`src/rtl/bor_pkg.sv`:
```
package bor_pkg;
  localparam int ADDR_W = 2;

  typedef enum logic [ADDR_W-1:0] {
    REG_CTRL   = 2'd0,
    REG_SETTLE = 2'd1,
    REG_STAT   = 2'd2,
    REG_SPARE  = 2'd3
  } reg_sel_e;

  localparam int CTRL_DET_BIT = 0;
  localparam int CTRL_MON_BIT = 1;
endpackage

```
`src/rtl/bor_sync.sv`:
```
// Synchroniser chain followed by a history flop; qual_o is high when the
// last two synchronised samples were both high.
module bor_sync #(
  parameter int STAGES = 2
) (
  input  logic clk,
  input  logic rst,
  input  logic async_in,
  output logic qual_o
);
  logic [STAGES-1:0] chain;
  logic              hist;

  always_ff @(posedge clk) begin
    if (rst) begin
      chain <= '0;
      hist  <= 1'b0;
    end else begin
      chain <= {chain[STAGES-2:0], async_in};
      hist  <= chain[STAGES-1];
    end
  end

  assign qual_o = chain[STAGES-1] & hist;
endmodule

```
`src/rtl/bor_settle.sv`:
```
// Down-counter for the detector settle wait.
module bor_settle #(
  parameter int W = 8
) (
  input  logic         clk,
  input  logic         rst,
  input  logic         start,
  input  logic [W-1:0] len,
  output logic         busy_o
);
  logic [W-1:0] cnt;

  always_ff @(posedge clk) begin
    if (rst)             cnt <= '0;
    else if (start)      cnt <= len;
    else if (cnt != '0)  cnt <= cnt - 1'b1;
  end

  assign busy_o = (cnt != '0);
endmodule

```
`src/rtl/bor_hold.sv`:
```
// Holds the active-low reset while tripped and for HOLD_CYC cycles after.
module bor_hold #(
  parameter int HOLD_CYC = 32
) (
  input  logic clk,
  input  logic rst,
  input  logic trip,
  output logic rst_n_o
);
  localparam int CNT_W = (HOLD_CYC > 1) ? $clog2(HOLD_CYC) : 1;
  localparam logic [CNT_W-1:0] LAST = CNT_W'(HOLD_CYC - 1);

  logic [CNT_W-1:0] cnt;

  always_ff @(posedge clk) begin
    if (rst) begin
      rst_n_o <= 1'b1;
      cnt     <= '0;
    end else if (trip) begin
      rst_n_o <= 1'b0;
      cnt     <= '0;
    end else if (!rst_n_o) begin
      if (cnt == LAST) begin
        rst_n_o <= 1'b1;
        cnt     <= '0;
      end else begin
        cnt <= cnt + 1'b1;
      end
    end
  end
endmodule

```
`src/rtl/bor_seq_ctrl.sv`:
```
module bor_seq_ctrl
  import bor_pkg::*;
#(
  parameter int DATA_W      = 8,
  parameter int SETTLE_W    = 8,
  parameter int SETTLE_DEF  = 8,
  parameter int HOLD_CYC    = 32,
  parameter int SYNC_STAGES = 2
) (
  input  logic              clk,
  input  logic              rst,
  input  logic              cfg_mon_off,
  input  logic              wr_en,
  input  logic [ADDR_W-1:0] wr_addr,
  input  logic [DATA_W-1:0] wr_data,
  input  logic              cmp_low,
  output logic              rst_n_o,
  output logic              det_en_o,
  output logic              mon_en_o,
  output logic              settle_busy_o,
  output logic              warm_o
);
  localparam logic [SETTLE_W-1:0] LEN_RST = SETTLE_W'(SETTLE_DEF);

  logic                wr_ctrl, wr_len, wr_stat;
  logic                settle_start;
  logic                low_qual;
  logic                trip;
  logic [SETTLE_W-1:0] settle_len;

  assign wr_ctrl = wr_en && (wr_addr == REG_CTRL);
  assign wr_len  = wr_en && (wr_addr == REG_SETTLE);
  assign wr_stat = wr_en && (wr_addr == REG_STAT);

  // Only a 0 -> 1 change of the detector enable starts the settle wait.
  assign settle_start = wr_ctrl && wr_data[CTRL_DET_BIT] && !det_en_o;

  assign trip = det_en_o && mon_en_o && low_qual;

  always_ff @(posedge clk) begin
    if (rst) begin
      det_en_o   <= ~cfg_mon_off;
      mon_en_o   <= ~cfg_mon_off;
      settle_len <= LEN_RST;
      warm_o     <= 1'b0;
    end else begin
      if (wr_ctrl) begin
        det_en_o <= wr_data[CTRL_DET_BIT];
        if (!settle_busy_o && det_en_o)
          mon_en_o <= wr_data[CTRL_MON_BIT];
      end
      if (wr_len)
        settle_len <= wr_data[SETTLE_W-1:0];
      if (trip)
        warm_o <= 1'b0;
      else if (wr_stat)
        warm_o <= 1'b1;
    end
  end

  bor_sync #(.STAGES(SYNC_STAGES)) u_sync (
    .clk      (clk),
    .rst      (rst),
    .async_in (cmp_low),
    .qual_o   (low_qual)
  );

  bor_settle #(.W(SETTLE_W)) u_settle (
    .clk    (clk),
    .rst    (rst),
    .start  (settle_start),
    .len    (settle_len),
    .busy_o (settle_busy_o)
  );

  bor_hold #(.HOLD_CYC(HOLD_CYC)) u_hold (
    .clk     (clk),
    .rst     (rst),
    .trip    (trip),
    .rst_n_o (rst_n_o)
  );
endmodule

```
`config.mk`:
```
export PLATFORM = sky130hd
export DESIGN_NAME = bor_seq_ctrl
export DESIGN_NICKNAME = d
export VERILOG_FILES = /design/src/rtl/bor_pkg.sv /design/src/rtl/bor_sync.sv /design/src/rtl/bor_settle.sv /design/src/rtl/bor_hold.sv /design/src/rtl/bor_seq_ctrl.sv
export SDC_FILE = /design/constraint.sdc
export NUM_CORES = 1
export LEC_CHECK = 0
export BUFFER_PORTS_ARGS = -buffer_cell sky130_fd_sc_hd__buf_4
export CORE_MARGIN = 5
export CORE_UTILIZATION = 25
export DETAILED_ROUTE_END_ITERATION = 12
export GPL_TIMING_DRIVEN = 0
export PLACE_DENSITY = 0.45
export SKIP_CTS_REPAIR_TIMING = 1
export SLEW_MARGIN = 20
export SYNTH_ARGS = -nofsm -noshare
export SYNTH_HDL_FRONTEND = slang
export SYNTH_SLANG_ARGS = --single-unit
```
`constraint.sdc`:
```
create_clock -name clk -period 5.2 [get_ports clk]
set_input_delay 1.04 -clock clk [delete_from_list [all_inputs] [get_ports clk]]
set_output_delay 1.04 -clock clk [all_outputs]
set_load 0.1 [all_outputs]
```
---- Word level (Yosys, flattened, before mapping) ----
Cells that the tools add are included.
word-level totals
  register bits after elaboration ......... 28
  input bits .............................. 15
  output and inout port bits .............. 5
  word-level logic and storage cells ...... 44
cells by class
  add/sub/neg operators ................... 2
  equal/unequal tests ..................... 3
  muxes and demuxes ....................... 11
  bitwise operators ....................... 2
  reduce and logical (&&, ||, !) cells .... 17
operator list
  operator                                          number
  2-to-1 mux 8 bit                                  2
  logical AND 1 bit                                 8
  2-to-1 mux 1 bit                                  8
  nonzero test 8 bit                                1
  subtractor 8 x 1 -> 8 bit, second input constant  1
  nonzero test 2 bit                                3
  adder 5 x 1 -> 5 bit, second input constant       1
  == test 5 bit, second input constant              1
  2-to-1 mux 5 bit                                  1
  == test 2 x 1 -> 1 bit, second input constant     1
  == test 2 bit, second input constant              1
  zero test 1 bit                                   2
  zero test 2 bit                                   1
  AND reduction 2 bit                               1
  OR reduction 2 bit                                1
  AND 1 bit                                         1
  inverter 1 bit                                    1

---- Longest topological paths before layout ----
  depth after elaboration ................. 6
  depth in mapped cells ................... 7
  gate-level depth less buffers ........... 6

---- Hierarchy ----
From an unflattened synthesis, not the netlist that was laid out.
second synthesis, totals
  cell total of the unflattened synthesis .. 140
  area, all modules ....................... 1,372.6 um2
by module, submodules not included
  module        instances  cells each  area an instance (um2)  sequential area each (um2)
  bor_seq_ctrl  1          52          521.8                   240.2
  bor_settle    1          54          479.2                   160.2
  bor_hold      1          27          286.5                   120.1
  bor_sync      1          7           85.1                    60.1

---- Least setup slack after synthesis ----
No wires, ideal clock.
  kind .................................... flip-flop to output port
  start ................................... register u_settle.cnt[0]
  end ..................................... output port settle_busy_o
  arrival time ............................ 1,379 ps
  required time ........................... 4,160 ps
  setup slack ............................. 2,781 ps
  stages on the path, launching flop included .. 6
  path buffers ............................ 1
  path through ............................ dfxtp_1 > inv_1 > ha_1 > or3b_2 > or2_1 > buf_6
on the way
  longest elaborated chain between the ends .. 1
ends and longest elaborated chain
  item                    line                RTL
  start, declared         bor_settle.sv:11    logic [W-1:0] cnt;
  start signal, assigned  bor_settle.sv:15    else if (start) cnt <= len;
  start signal, assigned  bor_settle.sv:16    else if (cnt != '0) cnt <= cnt - 1'b1;
  nonzero test 8 bit      bor_settle.sv:19    assign busy_o = (cnt != '0);
  end, declared           bor_seq_ctrl.sv:20  output logic settle_busy_o,
Every way passes these cells.

---- Worst setup path in the final report ----
Ends and elaborated chain as after synthesis.

==> reports/summary.txt <==
================================================================================
Status                                                              finished, final reports clean
Cell at the slowest stage of the critical path                            or3b_2
Sequential-to-total area share from yosys stat                             0.461
Worst slew pin tran                                                     0.646 ns
Wire per inst                                                            11.9 um
Antenna violations before repair                                               0
Mapped Nets                                                                  156
Leakage dissipation                                                     0.674 nW
Total area of multi-input combinational cells                          631 sq um
Clk Latency, worst-skew pair                                             0.27 ns
Count of synthesis-stage warnings from yosys                                   0
Slowest stage delay, CP                                                  0.48 ns
Path type of the worst min-delay path                                 reg -> reg
RR Endpoint                                                             mon_en_o
Final hold violations                                                          0
Worst Hold Path Cells                                                          2
Unique masters post-synth                                                     33
Worst slack, placed                                                      2.54 ns
Setup repair after global routing missed its margin                           no
Fraction of layout cells with a size suffix above 1                        0.169
WS Path Type                                                          reg -> out
Final-layout worst hold slack                                           0.459 ns
Via count of the first global-routing pass                                 1,103
Number of cells in the design after placement                                223
Worst path required time                                                 4.16 ns
Area grow syn2layout                                                       23.6%
Maximum VDD drop                                                        0.113 mV
Critical path launch point                                          u_settle.cnt[0]
Worst reg2reg path depth                                                       6
Timing-limited maximum frequency                                         337 MHz
Hold wc startpoint                                                  settle_len[1]
Commonest cells after routing, fill and taps aside                  dfxtp_1, buf_4, nor2_1
Die width                                                                81.0 um
Worst Skew                                                            0.00385 ns
Reg-to-reg startpoint                                               u_settle.cnt[0]
Final Worst Setup Slack                                                  2.23 ns
Cell type group with the largest total delay on the critical path   simple AND/OR/NAND/NOR gates
Number of flip-flops and latches in the synthesized netlist                   28
Cell area after synthesis                                             1260 sq um
Via total after detailed routing                                           1,005
Tightest slew margin relative to the limit                                 0.569
Final period demand of the worst path                                    2.97 ns
Cts bufs inserted                                                              3
Number of standard cells in the layout, taps in and fillers out              227
Ratio of total power to cell area                                    444 nW/um^2
Critical path capture point type                                      output pin
Timing endpoint of the critical path                                settle_busy_o
Clock transition at the registers of the reported paths                  0.09 ns
Critical path buffers and inverters                                            3
Row count                                                                     25
CTS root buffer                                                         clkbuf_8
Number of top-level pins                                                      20
Via density                                                                 4.43
WL final                                                                 2700 um
Critical Path Start Type                                                register
Overall die height                                                       81.0 um
Maximum count of clock buffers along a single path                             2
FILL cells                                                                   543
Accumulated negative setup slack                                            0 ns
Area enclosed by the die boundary                                     6560 sq um
# DRC                                                                          0
Pin count of the biggest net entering global routing                          17
Overall global routing resource usage                                     0.0936
DR pass1 iterations                                                            4
Core Box Area                                                         4820 sq um
Global-route wire length before repair                                   4800 um
Reg area                                                               581 sq um
Leading cell type in the layout, fill and taps excluded                  dfxtp_1
Post-synthesis average cell area                                      9.20 sq um
Data arrival, critical path                                              1.93 ns
Effective utilization at floorplan                                         0.262
Final number of setup-violating endpoints                                      0
Clock sink count                                                              28
Port Buffers                                                                  19
Antenna violation net count after detailed routing                             0
Number of standard cells after synthesis                                     137
Share of the cycle needed by the critical path after routing               0.571
Final weighted congestion in routability-driven placement                  0.743
Number of diodes                                                               0
Number of stages on the worst setup path                                       6
Reg-to-reg setup timing slack                                            3.32 ns
Core utilization of the finished layout                                    0.323
H-tree depth                                                                   1
Worst-path fanout max                                                          7
CP Cell Sequence                                                    inv_1 > ha_1 > or3b_2 > or2_1 > buf_6 > buf_4
Gr ovfl total                                                                  0
CTS tree                                                                    done
Nets                                                                         180
HPWL after detailed placement                                            2030 um
Number of slew-limit violations in the final report                            0
Initial drt markers                                                           48
Number of maximum-capacitance violations                                       0
================================================================================
## final cells by class
| type | instances | share of cell area |
|---|---|---|
| inverters | 4 | 0.00964 |
| multi-input cells | 98 | 0.405 |
| repair buffers | 19 | 0.0916 |
| well taps | 67 | 0.0538 |
| plain buffers | 7 | 0.0217 |
| clock buffers | 3 | 0.0265 |
| flip-flops and latches | 28 | 0.373 |
| clock inverters | 1 | 0.0193 |
## synthesized netlist by cell type
library cell	number	area share
or2_1	2	0.0099
clkbuf_1	6	0.018
inv_1	4	0.012
o31ai_1	3	0.018
xor2_1	4	0.028
a211o_1	1	0.0070
or4b_1	1	0.0079
nor2_1	16	0.048
dfxtp_1	26	0.41
xnor2_1	2	0.014
or3b_2	1	0.0070
nand3b_1	4	0.024
o21bai_1	1	0.0060
and3_1	1	0.0050
or3_1	1	0.0050
nor3b_1	3	0.018
o21ai_1	2	0.0079
mux2i_1	9	0.072
a31oi_1	2	0.0099
nor2b_1	5	0.025
a21oi_1	10	0.040
or4_4	1	0.0089
ha_1	4	0.040
nand4_1	2	0.0099
nand2b_1	2	0.0099
buf_6	1	0.0089
o211ai_2	1	0.0099
and2_1	1	0.0050
o21ai_0	3	0.012
nand2_1	9	0.027
edfxtp_1	2	0.048
nor3_1	3	0.012
nand3_1	4	0.016
## worst register-to-register path, stage by stage (launching register included)
cell and delay [ns]:
dfxtp_1 0.34, inv_1 0.09, ha_1 0.15, or3b_2 0.48, or2_1 0.24, buf_6 0.14, o21bai_1 0.16
## power breakdown
group	switching, mW	internal (mW)	total [mW]
logic	0.147	0.109	0.255
clock network	0.0688	0.103	0.172
registers	0.0215	0.243	0.265
total	0.237	0.455	0.692
## worst min-delay path by stage
| stage | slack, ns | end |
|---|---|---|
| global route | 0.47 | u_settle.cnt[1] |
| CTS | 0.46 | u_settle.cnt[4] |
| finish | 0.46 | u_settle.cnt[1] |
| global placement | 0.45 | u_settle.cnt[4] |
| detailed placement | 0.45 | u_settle.cnt[4] |
| floorplan | 0.41 | u_sync.chain[1] |
## registers in the layout, summed over array words and instances, names as in the netlist
signal,cells
det_en_o,1
mon_en_o,1
settle_len,8
u_hold.cnt,5
u_hold.rst_n_o,1
u_settle.cnt,8
u_sync.chain,2
u_sync.hist,1
warm_o,1
## through the flow
stage / power [mW] / area, sq um
after CTS: 0.702 / 1560
after global routing: 0.740 / 1560
final: 0.692 / 1560
after detailed placement: 0.527 / 1490
after floorplan: 0.472 / 1260
after global placement: 0.524 / 1490
## layer usage
layer  global-route usage  vias up  wire length, um
met5                    0        -                0
met4               0.0304        0               25
met3               0.0244        2              135
met2                0.157       20             1160
met1                0.116      468             1370
li1                     -      515                -
## kinds of logic after synthesis
logic type,Yosys count,synth area share
AO/OA/AOI/OAI,23,0.110
XOR/XNOR,6,0.0417
adder cells (fa/ha/maj),4,0.0397
buffers and inverters,11,0.0387
flip-flops,28,0.461
multiplexers,9,0.0715
AND/OR/NAND/NOR,56,0.237
(Power assumes the default switching activity.)
